$ cat config.mk
export PLATFORM = sky130hd
export DESIGN_NAME = pbus_netc_master
export DESIGN_NICKNAME = d
export VERILOG_FILES = /design/src/rtl/pbus_netc_master.sv
export SDC_FILE = /design/constraint.sdc
export NUM_CORES = 1
export LEC_CHECK = 0
export BUFFER_PORTS_ARGS = -buffer_cell sky130_fd_sc_hd__buf_2
export CAP_MARGIN = 20
export CORE_ASPECT_RATIO = 0.6
export CORE_UTILIZATION = 38
export DETAILED_ROUTE_END_ITERATION = 16
export GPL_TIMING_DRIVEN = 0
export PLACE_DENSITY = 0.51
export SLEW_MARGIN = 15
export SYNTH_ARGS = -nofsm -noshare
export SYNTH_HDL_FRONTEND = slang
export SYNTH_SLANG_ARGS = --single-unit
$ cat constraint.sdc
create_clock -name clk -period 11.95 [get_ports clk]
set_input_delay 1.7925 -clock clk [delete_from_list [all_inputs] [get_ports clk]]
set_output_delay 1.7925 -clock clk [all_outputs]
set_load 0.03 [all_outputs]
$ cat src/rtl/pbus_netc_master.sv
module pbus_netc_master #(
  parameter int          RESET_CYCLES  = 24000,
  parameter int          RST_LOW       = 16,
  parameter int          STROBE_CYCLES = 2,
  parameter int          RX_BUF_BYTES  = 2048,
  parameter logic [15:0] RX_BASE       = 16'h6000
) (
  input  logic        clk,
  input  logic        rst_n,
  input  logic        init_req,
  output logic        init_done,
  input  logic [47:0] mac,
  output logic [7:0]  rx_data,
  output logic        rx_valid,
  input  logic        rx_ready,
  output logic        rx_sof,
  output logic        rx_eof,
  output logic [1:0]  bus_addr,
  output logic [7:0]  bus_dout,
  output logic        bus_doe,
  input  logic [7:0]  bus_din,
  output logic        bus_cs_n,
  output logic        bus_rd_n,
  output logic        bus_wr_n,
  output logic        nic_rst_n,
  input  logic        nic_irq_n
);
  localparam int CW = $clog2((RESET_CYCLES > RST_LOW ? RESET_CYCLES : RST_LOW) + 1);
  localparam int SW = $clog2(STROBE_CYCLES + 1);
  localparam int OW = $clog2(RX_BUF_BYTES);
  localparam logic [1:0]  A_MODE = 2'd0, A_PH = 2'd1, A_PL = 2'd2, A_DATA = 2'd3;
  localparam logic [15:0] MAC_ADR = 16'h0009, SK_MR = 16'h0400, SK_CR = 16'h0401;
  localparam logic [15:0] SK_RSR = 16'h0426, SK_RPT = 16'h0428;

  typedef enum logic [3:0] {
    S_RST, S_WAIT, S_MR, S_AH, S_AL, S_MAC, S_SKT, S_IDLE,
    S_HDR, S_LEN, S_PAY, S_OUT, S_UPD, S_CMD
  } st_t;

  st_t           st, ret;
  logic [CW-1:0] cnt;
  logic [2:0]    idx;
  logic [15:0]   ptr, sz, rp, len, remain;
  logic [OW-1:0] ofs;
  logic          first, req_q;

  logic          busy;
  logic [1:0]    stg;
  logic [SW-1:0] scnt;
  logic [7:0]    rdat;

  logic          op_on, op_wr;
  logic [1:0]    op_a;
  logic [7:0]    op_d, mac_b;
  logic          op_last, strobe;
  logic [15:0]   hrp, len_full, nrp;

  assign op_last  = busy && stg == 2'd2;
  assign strobe   = busy && stg == 2'd1;
  assign hrp      = {rp[15:8], rdat};
  assign len_full = {len[15:8], rdat};
  assign nrp      = rp + (len < 16'd2 ? 16'd2 : len);

  always_comb begin
    case (idx)
      3'd0:    mac_b = mac[47:40];
      3'd1:    mac_b = mac[39:32];
      3'd2:    mac_b = mac[31:24];
      3'd3:    mac_b = mac[23:16];
      3'd4:    mac_b = mac[15:8];
      default: mac_b = mac[7:0];
    endcase
  end

  always_comb begin
    op_on = 1'b1;
    op_wr = 1'b1;
    op_a  = A_DATA;
    op_d  = 8'h00;
    case (st)
      S_MR:  begin op_a = A_MODE; op_d = 8'h02; end
      S_AH:  begin op_a = A_PH;   op_d = ptr[15:8]; end
      S_AL:  begin op_a = A_PL;   op_d = ptr[7:0]; end
      S_MAC: op_d = mac_b;
      S_SKT: op_d = (idx == 3'd0) ? 8'h04 : 8'h01;
      S_HDR, S_LEN, S_PAY: op_wr = 1'b0;
      S_UPD: op_d = (idx == 3'd0) ? nrp[15:8] : nrp[7:0];
      S_CMD: op_d = 8'h40;
      default: op_on = 1'b0;
    endcase
  end

  assign bus_cs_n  = !busy;
  assign bus_addr  = op_a;
  assign bus_dout  = op_d;
  assign bus_doe   = busy && op_wr;
  assign bus_wr_n  = !(strobe && op_wr);
  assign bus_rd_n  = !(strobe && !op_wr);
  assign nic_rst_n = (st != S_RST);

  assign rx_data  = rdat;
  assign rx_valid = (st == S_OUT);
  assign rx_sof   = rx_valid && first;
  assign rx_eof   = rx_valid && remain == 16'd1;

  always_ff @(posedge clk or negedge rst_n) begin
    if (!rst_n) begin
      busy <= 1'b0;
      stg  <= 2'd0;
      scnt <= '0;
      rdat <= 8'h00;
    end else if (!busy) begin
      if (op_on) begin
        busy <= 1'b1;
        stg  <= 2'd0;
      end
    end else begin
      case (stg)
        2'd0: begin stg <= 2'd1; scnt <= '0; end
        2'd1: begin
          if (scnt == SW'(STROBE_CYCLES - 1)) begin
            stg <= 2'd2;
            if (!op_wr) rdat <= bus_din;
          end else begin
            scnt <= scnt + 1'b1;
          end
        end
        default: busy <= 1'b0;
      endcase
    end
  end

  always_ff @(posedge clk or negedge rst_n) begin
    if (!rst_n) begin
      st <= S_RST; ret <= S_IDLE; cnt <= '0; idx <= '0;
      ptr <= '0; sz <= '0; rp <= '0; len <= '0; remain <= '0;
      ofs <= '0; first <= 1'b0; req_q <= 1'b0; init_done <= 1'b0;
    end else begin
      case (st)
        S_RST: begin
          if (cnt == CW'(RST_LOW - 1)) begin st <= S_WAIT; cnt <= '0; end
          else cnt <= cnt + 1'b1;
        end
        S_WAIT: begin
          if (cnt == CW'(RESET_CYCLES - 1)) st <= S_MR;
          else cnt <= cnt + 1'b1;
        end
        S_MR: if (op_last) begin ptr <= MAC_ADR; ret <= S_MAC; idx <= '0; st <= S_AH; end
        S_AH: if (op_last) st <= S_AL;
        S_AL: if (op_last) st <= ret;
        S_MAC: if (op_last) begin
          if (idx == 3'd5) begin idx <= '0; ptr <= SK_MR; ret <= S_SKT; st <= S_AH; end
          else idx <= idx + 1'b1;
        end
        S_SKT: if (op_last) begin
          if (idx == 3'd1) begin st <= S_IDLE; init_done <= 1'b1; end
          else idx <= idx + 1'b1;
        end
        S_IDLE: begin
          if (req_q) begin
            st <= S_RST; cnt <= '0; req_q <= 1'b0;
          end else if (!nic_irq_n) begin
            ptr <= SK_RSR; ret <= S_HDR; idx <= '0; st <= S_AH;
          end
        end
        S_HDR: if (op_last) begin
          case (idx)
            3'd0: sz[15:8] <= rdat;
            3'd1: sz[7:0]  <= rdat;
            3'd2: rp[15:8] <= rdat;
            default: rp[7:0] <= rdat;
          endcase
          if (idx == 3'd3) begin
            idx <= '0;
            if (sz == 16'd0) st <= S_IDLE;
            else begin
              ofs <= hrp[OW-1:0];
              ptr <= RX_BASE + 16'(hrp[OW-1:0]);
              ret <= S_LEN;
              st  <= S_AH;
            end
          end else idx <= idx + 1'b1;
        end
        S_LEN: if (op_last) begin
          ofs <= ofs + 1'b1;
          if (idx == 3'd0) begin
            len[15:8] <= rdat;
            idx <= 3'd1;
            if (&ofs) begin ptr <= RX_BASE; ret <= S_LEN; st <= S_AH; end
          end else begin
            len[7:0] <= rdat;
            remain   <= len_full - 16'd2;
            first    <= 1'b1;
            idx      <= '0;
            if (len_full <= 16'd2) begin ptr <= SK_RPT; ret <= S_UPD; st <= S_AH; end
            else if (&ofs) begin ptr <= RX_BASE; ret <= S_PAY; st <= S_AH; end
            else st <= S_PAY;
          end
        end
        S_PAY: if (op_last) begin ofs <= ofs + 1'b1; st <= S_OUT; end
        S_OUT: if (rx_ready) begin
          first  <= 1'b0;
          remain <= remain - 1'b1;
          if (remain == 16'd1) begin ptr <= SK_RPT; ret <= S_UPD; idx <= '0; st <= S_AH; end
          else if (ofs == '0) begin ptr <= RX_BASE; ret <= S_PAY; st <= S_AH; end
          else st <= S_PAY;
        end
        S_UPD: if (op_last) begin
          if (idx == 3'd1) begin idx <= '0; ptr <= SK_CR; ret <= S_CMD; st <= S_AH; end
          else idx <= idx + 1'b1;
        end
        S_CMD: if (op_last) st <= S_IDLE;
        default: st <= S_IDLE;
      endcase
      if (init_req) begin
        req_q     <= 1'b1;
        init_done <= 1'b0;
      end
    end
  end


  no_dual_strobe_chk: assert property (@(posedge clk) disable iff (!rst_n)
    !(!bus_rd_n && !bus_wr_n));

  strobe_under_cs_chk: assert property (@(posedge clk) disable iff (!rst_n)
    (!bus_rd_n || !bus_wr_n) |-> !bus_cs_n);

  wr_setup_chk: assert property (@(posedge clk) disable iff (!rst_n)
    $fell(bus_wr_n) |-> $past(bus_doe) && $stable(bus_dout));

  wr_hold_chk: assert property (@(posedge clk) disable iff (!rst_n)
    $rose(bus_wr_n) |-> bus_doe && !bus_cs_n && $stable(bus_dout));

  wr_width_chk: assert property (@(posedge clk) disable iff (!rst_n)
    $rose(bus_wr_n) |-> !$past(bus_wr_n, 2));

  rd_width_chk: assert property (@(posedge clk) disable iff (!rst_n)
    $rose(bus_rd_n) |-> !$past(bus_rd_n, 2));

  rd_no_drive_chk: assert property (@(posedge clk) disable iff (!rst_n)
    !bus_rd_n |-> !bus_doe);

  rst_quiet_chk: assert property (@(posedge clk) disable iff (!rst_n)
    !nic_rst_n |-> bus_cs_n && !init_done);

  rx_hold_chk: assert property (@(posedge clk) disable iff (!rst_n)
    rx_valid && !rx_ready |=> rx_valid && $stable(rx_data) && $stable(rx_sof) && $stable(rx_eof));

  marker_valid_chk: assert property (@(posedge clk) disable iff (!rst_n)
    (rx_sof || rx_eof) |-> rx_valid);
endmodule

Word-level counts from Yosys, hierarchy flattened

Cells that the tools add are included.

Register bits: 133
Input port bits: 61
Logic and storage cells: 259

Add/sub/neg operators: 8
$lt $le $gt $ge: 2
Equality and inequality tests: 57
Mux-type cells: 120
Bitwise logic cells: 2
Reductions and logical operators: 50

Operators with widths:

| cell                   | number |
|---|---|
| $mux 16                | 21 |
| $mux 4                 | 43 |
| $pmux 16 s7            | 1 |
| $pmux 4 s14            | 1 |
| $pmux 8 s7             | 1 |
| $mux 3                 | 16 |
| $ne 2x2->1 const B     | 24 |
| $mux 15                | 3 |
| $pmux 15 s3            | 1 |
| $mux 11                | 4 |
| $pmux 8 s5             | 1 |
| $pmux 16 s2            | 1 |
| $reduce_and 3->1       | 10 |
| $pmux 4 s7             | 1 |
| $eq 4x4->1 const B     | 6 |
| $pmux 3 s8             | 1 |
| $pmux 11 s2            | 1 |
| $reduce_and 19->1      | 1 |
| $add 15x11->16 const A | 1 |
| $add 16x16->16         | 1 |
| $eq 16x1->1 const B    | 1 |
| $eq 4x3->1 const B     | 4 |
| $le 16x2->1 const B    | 1 |
| $logic_not 16->1       | 1 |
| 47 further kinds       | 93 |

Logic depth before layout (Yosys ltp)

Gate-level depths: netlist of the first run.

Depth in word-level cells: 6
Depth in mapped cells: 12
Mapped depth without buffers: 12

Least setup slack after synthesis of the first run

OpenSTA, ideal clock, no wires.

Path type: flip-flop to output port
From: reg len[11]
To: out bus_dout[2]
Arrival time: 3511 ps
Setup slack: 6646 ps
Stages on the path, launching flop included: 13
Path buffers: 0
Path through: dfrtp_1 -> or4_4 -> nor3_2 -> nand4_1 -> and2_1 -> ha_1 -> fa_1 -> a211oi_1 -> o21ai_1 -> and2_1 -> a31oi_1 -> xor2_1 -> o21ai_0

Longest elaborated chain between the ends: 5

RTL lines:

| item                     | line | text |
|---|---|---|
| start: declaration       | 43   | `logic [15:0] ptr, sz, rp, len, remain;` |
| start signal: assignment | 187  | `len[15:8] <= rdat;` |
| $lt 16x2->1              | 62   | `assign nrp = rp + (len < 16'd2 ? 16'd2 : len);` |
| $mux 16                  | 62   |  |
| $add 16x16->16           | 62   |  |
| $mux 8                   | 87   | `S_UPD: op_d = (idx == 3'd0) ? nrp[15:8] : nrp[7:0];` |
| $pmux 8 s7               | 80   | `case (st)` |
| end: declaration         | 19   | `output logic [7:0] bus_dout,` |

Every way passes these cells.

Worst setup path in the final report of the first run

From: reg len[10]
To: out bus_dout[4]

Longest elaborated chain between the ends: 5

RTL lines:

| item             | line |
|---|---|
| $lt 16x2->1      | 62 |
| $mux 16 *        | 62 |
| $add 16x16->16 * | 62 |
| $mux 8 *         | 87 |
| $pmux 8 s7 *     | 80 |

Mark *: on every way between the ends. The rest lies on a longest branch, timed or not.

==> results of run 1 <==
[metal layers]
layer  up-vias  GRT usage [%]  part of all wire [%]
met1      3956          42.78                    55
met5         -              0                     0
li1       3793              -                     -
met4         0          4.932                  0.78
met3        18          6.707                   7.9
met2       301          31.78                    37
[registers in the layout, indices dropped and copies added, names as in the netlist, 8 cells and up]
name and count:
len 16, ptr 16, remain 16, rp 16, sz 16, cnt 15, ofs 11, rx_data 8
[cells by family after synthesis]
group                      Yosys count
xor gates and xnor gates            28
muxes                               55
buffers and inverters               87
adders and majority gates           29
AOI/OAI and AO/OA                  283
and+or+nand+nor                    359
DFF                                133
[area by class of cell]
| type | count | area, um^2 | area share, % |
|---|---|---|---|
| plain buffers | 61 | 245.2 | 2.462 |
| clock buffers | 18 | 429.2 | 4.308 |
| clock inverters | 14 | 130.1 | 1.306 |
| inverters | 26 | 97.59 | 0.9797 |
| multi-input cells | 754 | 4897 | 49.16 |
| flip-flops and latches | 133 | 3332 | 33.45 |
| well taps | 286 | 357.8 | 3.592 |
| repair buffers | 88 | 473.0 | 4.748 |
[worst paths after layout]
kind	start	endpoint	slack, ps	depth (start not counted)
setup / recovery	len[10]	bus_dout[4]	5660	13
max in group asynchronous	rst_n	ret[2]	9890	2
min in group asynchronous	rst_n	len[7]	1280	1
hold reg to reg	ptr[10]	ptr[10]	480	1
setup reg to reg	idx[2]	st[3]	8880	9
hold / removal	ptr[10]	ptr[10]	480	1
[stage by stage]
stage               utilization [%]  hold slack, ps
finish                        45.14           477.6
global route                  45.14           498.3
CTS                           45.14           481.8
detailed placement            42.60           467.8
global placement              42.43           464.5
floorplan                         -           438.7
[critical path: cells and delay by family, from the launching register on]
family                   cells  cell delay [ps]
adder cells (fa/ha/maj)      2              660
flip-flops                   1              470
buffers and inverters        1              180
AO/OA/AOI/OAI                4              950
AND/OR/NAND/NOR              6             1820
[cells in the final DEF, fill, tap and decap left out, types with 7 or more instances in the layout]
master / n
a211oi_1: 10
a21o_1: 11
a21oi_1: 77
a222oi_1: 9
a22o_1: 10
a22oi_1: 15
a31oi_1: 8
and2_1: 9
and3_1: 13
buf_2: 99
clkbuf_1: 45
clkbuf_16: 17
dfrtp_1: 130
ha_1: 28
inv_1: 24
mux2_1: 23
mux2_2: 25
mux2i_1: 7
nand2_1: 121
nand2b_1: 13
nand3_1: 29
nand3b_1: 7
nand4_1: 13
nor2_1: 66
nor2b_1: 9
nor3_1: 24
nor4_1: 12
o21a_1: 8
o21ai_0: 45
o21ai_1: 23
o22ai_1: 16
or3_1: 8
xnor2_1: 17
xor2_1: 11
[power by group through the flow]
stage	sequential (mW)	clock [mW]	combinational (mW)
floorplan	0.459	0	0.00251
global placement	0.459	0	0.0237
detailed placement	0.459	0	0.0253
CTS	0.450	0.514	0.0254
global route	0.450	0.534	0.0278
finish	0.450	0.503	0.0242
==> summary.txt, run 1 <==
Setup path
  – Crit-path max FO: 5
  – WS Path Type: reg -> out
  – Crit-path max cell delay: 570 ps
  – Slowest CP cell: or4_4
  – Crit path required time: between 10000 and 15000 ps
  – Crit end category: output port
  – Crit path cell chain: or4_4 > nor3_2 > nand4_1 > and2_1 > ha_1 > fa_1 > a211oi_1 > o21ai_1 > a41oi_1 > nor3b_1 > a2111oi_0 > or3_1 > buf_2
  – Startpoint Class: register
  – Critical Path AT: 4490 ps

Placed design
  – Placed instance count: 1348
  – DP Area: around 9400 um^2
  – Port bufs: 87
  – Pre-CTS WS: roughly 6000 ps
  – Gpl congestion: a little under 0.9
  – DP Wirelength: between 20 and 25 mm

Power
  – Leakage power: 4.501 nW
  – Register share of total power: roughly 46%
  – VDD IR-drop max: between 0.1 and 0.15 mV
  – Pwr Density: slightly below 100 nW/um^2
  – Share of power burned in the clock network: between 50% and 60%
  – Tot Pwr: approximately 0.98 mW
  – Sw Share: roughly a quarter
  – Comb pwr share: 2.5%
  – Int Power: ~0.75 mW
  – Switching pwr: around 0.23 mW

Logic synthesis
  – Most area-consuming cells after synthesis: dfrtp_1 38%, nand2_1 5.3%, a21oi_1 4.5%
  – Post-synthesis mux area share: 7.123%
  – YS warnings: 0
  – Share of the synthesized area in the top cell type: around 38%
  – Synth Area in Simple Gates: about a fifth
  – Seq cells post-synth: approximately 130
  – Most common cell in the synthesized netlist: dfrtp_1
  – Synth Area in Compound Gates: 21.47%
  – Synthesized area: approximately 8600 um^2
  – Mapped Nets: around 1100
  – Xor and xnor area share after synthesis: 2.861%
  – Syn Area/Cell: 8.801 um^2
  – Distinct cells, synth: roughly 80
  – Area leader, netlist: dfrtp_1
  – Number of flops mapped to enable cells by yosys: 0
  – Most frequent cells after synthesis: 130 x dfrtp_1, 121 x nand2_1, 77 x a21oi_1, 66 x nor2_1, 45 x o21ai_0
  – Synth Instances: 974
  – Seq/Total Area, Yosys: around two fifths
  – Post-synth ARST share: 100.0%
  – Main combinational cell family by area after synthesis: compound AO/OA/AOI/OAI gates
  – Post-Synth Adder-Cell Area: roughly 4.3%
  – Most used DFF post-synth: dfrtp_1

Clock tree
  – Clock tree buffer depth: 2
  – CTS tree: yes
  – Post-CTS sizing: 0
  – Hold_buf cts: 0
  – Clk slew on worst S/H paths: ~70 ps
  – CTS Buf Count: 17
  – H-tree Lvls: 4
  – Postcts setup bufs: 0
  – Worst skew pair latency: 430 ps
  – CTS Sinks: 133
  – Root buffer cell: clkbuf_16

Global routing
  – GRT overflow: 0
  – Initial antenna violation count: 0
  – First-pass GRT wire length: around 45 mm
  – All-Layer GR Usage: roughly a quarter
  – Vias in the first global route: about 7500
  – Largest net degree at the start of global routing: between 70 and 80

Drt
  – Routed len/inst: between 20 and 25 um
  – Router iterations before antenna repair: 5
  – Routed Antenna Nets: 0
  – DR DRC count: 0
  – Routed vias/inst: just under 6
  – Final WL: approximately 29 mm
  – Vias: between 8000 and 9000
  – Number of DRC markers in iteration 0: around 900

Timing
  – Final hold vios: 0
  – Final Max Tran Viols: 0
  – Fin crit share: about 53%
  – Slew @ Worst Pin: between 800 and 900 ps
  – Setup_tns: 0 ps
  – Tmin final: approximately 6300 ps
  – Setup ws final: about 5700 ps
  – Fmax: 159.1 MHz
  – Clk_skew: about 10 ps
  – RSZ-0062 raised after global routing: false
  – Max transition margin: between 40% and 50%
  – # setup viols final: 0

Die
  – Die height: about 120 um
  – Die width: 195.9 um
  – Core area: about 22000 um^2
  – Number of I/O pins: 88
  – Core Rows: 42
  – Die area: approximately 23000 um^2
  – Starting density of the core: 38.84%

Cells and area
  – Nets: roughly 1200
  – Layout cells sized above 1: roughly 17%
  – FILL cells: 2202
  – Final non-filler cell total: between 1000 and 1500
  – N_diodes: 0
  – Area grow syn2layout: 16.22%
  – Final Cell Area: 9962 um^2

Flow run
  – Max Cap Viol: 0

Min path
  – Tightest Hold Check Type: reg -> reg

Status
  – Status: complete, no violations
(Power assumes the default switching activity.)
==> run 2, diff against run 1 <==
--- a/config.mk
+++ b/config.mk
@@ -11,7 +11,7 @@
 export CORE_UTILIZATION = 38
 export DETAILED_ROUTE_END_ITERATION = 16
 export GPL_TIMING_DRIVEN = 0
-export PLACE_DENSITY = 0.51
+export PLACE_DENSITY = 0.54
 export SLEW_MARGIN = 15
 export SYNTH_ARGS = -nofsm -noshare
 export SYNTH_HDL_FRONTEND = slang
==> constraint.sdc (replaced) <==
create_clock -name clk -period 5.4 [get_ports clk]
set_input_delay 0.81 -clock clk [delete_from_list [all_inputs] [get_ports clk]]
set_output_delay 0.81 -clock clk [all_outputs]
set_load 0.03 [all_outputs]
==> summary.txt, run 2 (same netlist as run 1, synthesis figures left out) <==
Setup path
  – Critical Path AT: 4280 ps (was 4490 ps)
  – Startpoint Class: register (unchanged)
  – Crit-path max cell delay: 570 ps (about the same)
  – Crit path cell chain: or4_4 > nor3_4 > nand4_1 > and2_1 > ha_1 > fa_1 > a211oi_1 > o21ai_1 > a41oi_2 > nor3b_1 > a2111oi_0 > or3_1 > buf_2 (was or4_4 > nor3_2 > nand4_1 > and2_1 > ha_1 > fa_1 > a211oi_1 > o21ai_1 > a41oi_1 > nor3b_1 > a2111oi_0 > or3_1 > buf_2)
  – Crit path required time: 4590 ps (was 10160 ps)
  – Slowest CP cell: or4_4 (unchanged)
  – Reg2reg start: idx[1] (was idx[2])
  – Reg2reg end: st[3] (unchanged)
  – WS Path Type: reg -> out (unchanged)
  – WP buf/inv: 1 (unchanged)
  – Top Family by Delay on Critical Path: simple AND/OR/NAND/NOR gates (unchanged)
  – R2R cell count: 8 (was 9)
  – Crit-path max FO: 5 (unchanged)
  – FF-to-FF setup slack: 2360 ps (was 8880 ps)
  – Crit end category: output port (unchanged)

Drt
  – Routed Antenna Nets: 0 (unchanged)
  – Number of DRC markers in iteration 0: 1023 (was 897)
  – Router iterations before antenna repair: 7 (was 5)
  – Vias: 8066 (was 8068)
  – Routed vias/inst: 5.845 (was 5.846)
  – Routed len/inst: 20.28 um (was 20.82 um)
  – Final WL: 27.99 mm (was 28.74 mm)
  – DR DRC count: 0 (unchanged)

Cells and area
  – Nets: 1171 (unchanged)
  – Commonest non-fill, non-tap cells in the layout: 130 x dfrtp_1, 121 x nand2_1, 99 x buf_2 (unchanged)
  – N_diodes: 0 (unchanged)
  – FF+latch area: 3332 um^2 (unchanged)
  – FILL cells: 2195 (was 2202)
  – Layout cells sized above 1: 16.82% (was 16.64%)
  – Footprint of the multi-input gates: 4911 um^2 (was 4897 um^2)
  – Area grow syn2layout: 17.30% (was 16.22%)
  – Most common cell after layout, fill and taps aside: dfrtp_1 (unchanged)

Flow run
  – Max Cap Viol: 0 (unchanged)

Global routing
  – First-pass GRT wire length: 43.84 mm (was 45.17 mm)
  – Initial antenna violation count: 0 (unchanged)
  – Vias in the first global route: 7339 (was 7483)
  – All-Layer GR Usage: 25.11% (was 25.71%)
  – Largest net degree at the start of global routing: 92 (was 73)
  – GRT overflow: 0 (unchanged)

Clock tree
  – H-tree Lvls: 4 (unchanged)
  – Clock tree buffer depth: 2 (unchanged)
  – CTS Buf Count: 17 (unchanged)
  – Post-CTS sizing: 0 (unchanged)
  – CTS tree: yes (unchanged)
  – Root buffer cell: clkbuf_16 (unchanged)
  – Clk slew on worst S/H paths: 60 ps (was 70 ps)
  – Hold_buf cts: 0 (unchanged)
  – CTS Sinks: 133 (unchanged)
  – Worst skew pair latency: 450 ps (was 430 ps)
  – Postcts setup bufs: 0 (unchanged)

Power
  – Tot Pwr: 2.324 mW (was 0.9771 mW)
  – Leakage power: 4.546 nW (was 4.501 nW)
  – VDD IR-drop max: 0.2046 mV (was 0.1073 mV)
  – Pwr Density: 231.2 nW/um^2 (was 98.08 nW/um^2)

Timing
  – Fin crit share: between 90% and 100%
  – Clk_skew: 9.799 ps (was 10.48 ps)
  – # setup viols final: 0 (unchanged)
  – Setup_tns: 0 ps (unchanged)
  – Final Max Tran Viols: 0 (unchanged)
  – RSZ-0062 raised after global routing: false (unchanged)
  – Slew @ Worst Pin: 874.9 ps (was 877.9 ps)
  – Setup ws final: 312.6 ps (was 5664 ps)
  – Max transition margin: 41.36% (was 40.94%)
  – Fmax: slightly below 200 MHz
  – Final hold vios: 0 (unchanged)
  – Tmin final: just over 5000 ps
  – Hold Slack: 255.2 ps (was 477.6 ps)

Placed design
  – Pre-CTS WS: 653.3 ps (was 6147 ps)
  – Port bufs: 87 (unchanged)
  – DP Wirelength: 21.18 mm (was 21.82 mm)
  – Gpl congestion: 0.9168 (was 0.8917)

Die
  – Die area: 23180 um^2 (unchanged)
  – Core area: 22070 um^2 (unchanged)
  – Die width: 195.9 um (unchanged)
  – Starting density of the core: 38.84% (unchanged)
  – Die height: 118.3 um (unchanged)
  – Core Rows: 42 (unchanged)
  – Number of I/O pins: 88 (unchanged)

Min path
  – Tightest Hold Check Type: in -> async (was reg -> reg)

Status
  – Status: complete, no violations (unchanged)
[run 2: changes by cell type in the layout (fill, tap and decap cells not counted)]
cell        change
clkbuf_8        +1
inv_6           +1
clkinvlp_4      -1
nor3_2          -1
clkbuf_1        -1
clkinv_4        -2
a41oi_2         +1
nor3_4          +1
a41oi_1         -1
bufinv_16       +3
clkinv_2        -1
[run 2: worst max path at each step]
stage	slack, ps	start	to	cells past startpoint
2_1_floorplan	1080	len[11]	bus_dout[2]	12
3_3_place_gp	680	len[10]	bus_dout[4]	13
3_5_place_dp	650	len[10]	bus_dout[4]	13
4_1_cts	160	len[10]	bus_dout[4]	13
5_1_grt	7	len[9]	bus_dout[4]	13
6_report	310	len[10]	bus_dout[4]	13
[run 2: area by class of cell]
type	count	share of cell area, %
Tap cell	286	3.559
Buffer	61	2.439
Inverter	26	0.9706
Clock buffer	18	4.368
Sequential cell	133	33.14
Clock inverter	14	1.979
Timing Repair Buffer	88	4.704
Multi-Input combinational cell	754	48.84
[run 2: power by group]
| group | leakage (nW) | internal [mW] | switching [mW] | total [mW] |
|---|---|---|---|---|
| clock | 0.300 | 0.788 | 0.486 | 1.27 |
| sequential | 1.79 | 0.997 | 0.0000000000000000111 | 0.997 |
| combinational | 2.45 | 0.0217 | 0.0313 | 0.0530 |
| total | 4.55 | 1.81 | 0.518 | 2.32 |
[run 2: metal layers]
metal	share of wire, %	GRT usage (%)	routed length, um	vias to the layer above
met2	36	29.85	10120	375
met4	0.98	5.273	274	0
li1	-	-	-	3802
met3	10	8.733	2928	26
met1	52	41.19	14670	3863
met5	0	0	0	-
[run 2: per-stage QoR]
| stage | utilization (%) | std cells | instance area, um^2 |
|---|---|---|---|
| finish | 45.56 | 1380 | 10050 |
| global route | 45.56 | 1380 | 10050 |
| CTS | 45.49 | 1380 | 10040 |
| detailed placement | 42.60 | 1348 | 9403 |
| global placement | 42.43 | 1347 | 9365 |
| floorplan | - | 974 | 8572 |
==> run 3, diff against run 2 <==
--- a/config.mk
+++ b/config.mk
@@ -7,11 +7,13 @@
 export LEC_CHECK = 0
 export BUFFER_PORTS_ARGS = -buffer_cell sky130_fd_sc_hd__buf_2
 export CAP_MARGIN = 20
+export CELL_PAD_IN_SITES_DETAIL_PLACEMENT = 0
+export CELL_PAD_IN_SITES_GLOBAL_PLACEMENT = 1
 export CORE_ASPECT_RATIO = 0.6
 export CORE_UTILIZATION = 38
 export DETAILED_ROUTE_END_ITERATION = 16
 export GPL_TIMING_DRIVEN = 0
-export PLACE_DENSITY = 0.54
+export PLACE_DENSITY = 0.68
 export SLEW_MARGIN = 15
 export SYNTH_ARGS = -nofsm -noshare
 export SYNTH_HDL_FRONTEND = slang
==> summary.txt, run 3 (same netlist as run 1, synthesis figures left out) <==
Cells and area
  – FILL cells: 2261 (was 2195)
  – Final non-filler cell total: 1380 (unchanged)
  – Footprint of the multi-input gates: 4908 um^2 (was 4911 um^2)
  – Nets: 1171 (unchanged)
  – Commonest non-fill, non-tap cells in the layout: 130 x dfrtp_1, 121 x nand2_1, 99 x buf_2 (unchanged)
  – Most common cell after layout, fill and taps aside: dfrtp_1 (unchanged)
  – Layout cells sized above 1: 16.73% (was 16.82%)
  – N_diodes: 0 (unchanged)
  – Layout Utilization: 45.62% (was 45.56%)
  – Area grow syn2layout: 17.46% (was 17.30%)
  – FF+latch area: 3332 um^2 (unchanged)
  – Final Cell Area: 10070 um^2 (was 10050 um^2)

Global routing
  – All-Layer GR Usage: 25.23% (was 25.11%)
  – Vias in the first global route: 7435 (was 7339)
  – GRT overflow: 0 (unchanged)
  – Initial antenna violation count: 0 (unchanged)
  – Largest net degree at the start of global routing: 92 (unchanged)
  – First-pass GRT wire length: 44.12 mm (was 43.84 mm)

Placed design
  – Port bufs: 87 (unchanged)
  – DP Wirelength: 21.78 mm (was 21.18 mm)
  – Gpl congestion: 0.8784 (was 0.9168)
  – DP Area: 9403 um^2 (unchanged)
  – Pre-CTS WS: 614.4 ps (was 653.3 ps)
  – Placed instance count: 1348 (unchanged)

Status
  – Status: complete, no violations (unchanged)

Min path
  – Tightest Hold Check Type: in -> async (unchanged)

Timing
  – Max transition margin: 38.78% (was 41.36%)
  – Tmin final: 5112 ps (was 5087 ps)
  – Clk_skew: 8.783 ps (was 9.799 ps)
  – RSZ-0062 raised after global routing: false (unchanged)
  – Final Max Tran Viols: 0 (unchanged)
  – Setup_tns: 0 ps (unchanged)
  – Fin crit share: 94.66% (was 94.21%)
  – # setup viols final: 0 (unchanged)
  – Slew @ Worst Pin: 911.3 ps (was 874.9 ps)
  – Fmax: 195.6 MHz (was 196.6 MHz)
  – Final hold vios: 0 (unchanged)
  – Hold Slack: 255.5 ps (was 255.2 ps)
  – Setup ws final: 288.3 ps (was 312.6 ps)

Setup path
  – Crit end category: output port (unchanged)
  – Reg2reg end: ptr[8] (was st[3])
  – R2R cell count: 8 (unchanged)
  – FF-to-FF setup slack: 2270 ps (was 2360 ps)
  – Crit-path max FO: 5 (unchanged)
  – Startpoint Class: register (unchanged)
  – Crit path required time: 4590 ps (about the same)
  – WS Path Type: reg -> out (unchanged)
  – Reg2reg start: idx[1] (unchanged)
  – Critical Path AT: 4300 ps (was 4280 ps)

Die
  – Die height: 118.3 um (unchanged)
  – Core Rows: 42 (unchanged)
  – Starting density of the core: 38.84% (unchanged)
  – Core area: 22070 um^2 (unchanged)
  – Die area: 23180 um^2 (unchanged)
  – Die width: 195.9 um (unchanged)
  – Number of I/O pins: 88 (unchanged)

Clock tree
  – Clock tree buffer depth: 2 (unchanged)
  – Postcts setup bufs: 0 (unchanged)
  – Worst skew pair latency: 440 ps (was 450 ps)
  – CTS Sinks: 133 (unchanged)
  – CTS Buf Count: 17 (unchanged)
  – CTS tree: yes (unchanged)
  – Clk slew on worst S/H paths: 60 ps (about the same)
  – Root buffer cell: clkbuf_16 (unchanged)
  – H-tree Lvls: 4 (unchanged)

Power
  – Tot Pwr: 2.350 mW (was 2.324 mW)
  – Pwr Density: 233.4 nW/um^2 (was 231.2 nW/um^2)
  – Leakage power: 4.555 nW (was 4.546 nW)
  – VDD IR-drop max: 0.2307 mV (was 0.2046 mV)

Drt
  – Routed len/inst: 20.70 um (was 20.28 um)
  – Number of DRC markers in iteration 0: 738 (was 1023)
  – Final WL: 28.56 mm (was 27.99 mm)
  – Vias: 8043 (was 8066)
  – Router iterations before antenna repair: 7 (unchanged)
  – Routed Antenna Nets: 0 (unchanged)
  – DR DRC count: 0 (unchanged)
  – Routed vias/inst: 5.828 (was 5.845)

Flow run
  – Max Cap Viol: 0 (unchanged)
-- run 3: changes by cell type in the layout (fill, tap and decap cells not counted), sizes merged --
| cell | change |
|---|---|
| inv | -1 |
| clkinvlp | -1 |
| clkinv | +1 |
| bufinv | +1 |
-- run 3: area by class of cell --
cell class / instances / area share, %
repair buffers: 88 / 4.697
inverters: 26 / 0.9693
clock buffers: 18 / 4.262
clock inverters: 14 / 2.237
flip-flops and latches: 133 / 33.09
well taps: 286 / 3.554
multi-input cells: 754 / 48.75
plain buffers: 61 / 2.436
-- run 3: timing repair --
item	4_1_cts	5_1_grt
gates resized for setup	0	2
endpoints found under the setup margin	0	1
hold buffers	0	0
-- run 3: where the power goes --
part           total, mW  internal, mW          switching, mW
Combinational     0.0531        0.0217                 0.0314
Clock               1.30         0.824                  0.477
Sequential         0.997         0.997  0.0000000000000000108
-- run 3: metal layers --
metal	global-route usage, %	wire length [um]	vias to the layer above
met5	0	0	-
met4	5.029	249	0
met3	6.164	2341	25
met2	30.76	10380	308
met1	42.51	15590	3904
li1	-	-	3806
-- run 3: critical path: stages (launching register included) --
cell	delay (ps)
dfrtp_1	430
or4_4	580
nor3_4	260
nand4_1	150
and2_1	190
ha_1	210
fa_1	450
a211oi_2	270
o21ai_1	140
a41oi_1	330
nor2_1	90
a2111oi_0	390
or3_1	160
buf_2	190
-- run 3: how the worst max path moves through the flow --
stage / cells after the start / to / slack [ps] / from
2_1_floorplan: 12 / bus_dout[2] / 1080 / len[11]
3_3_place_gp: 13 / bus_dout[4] / 620 / len[11]
3_5_place_dp: 13 / bus_dout[4] / 610 / len[11]
4_1_cts: 13 / bus_dout[4] / 130 / len[11]
5_1_grt: 13 / bus_dout[4] / 30 / len[9]
6_report: 13 / bus_dout[4] / 290 / len[11]
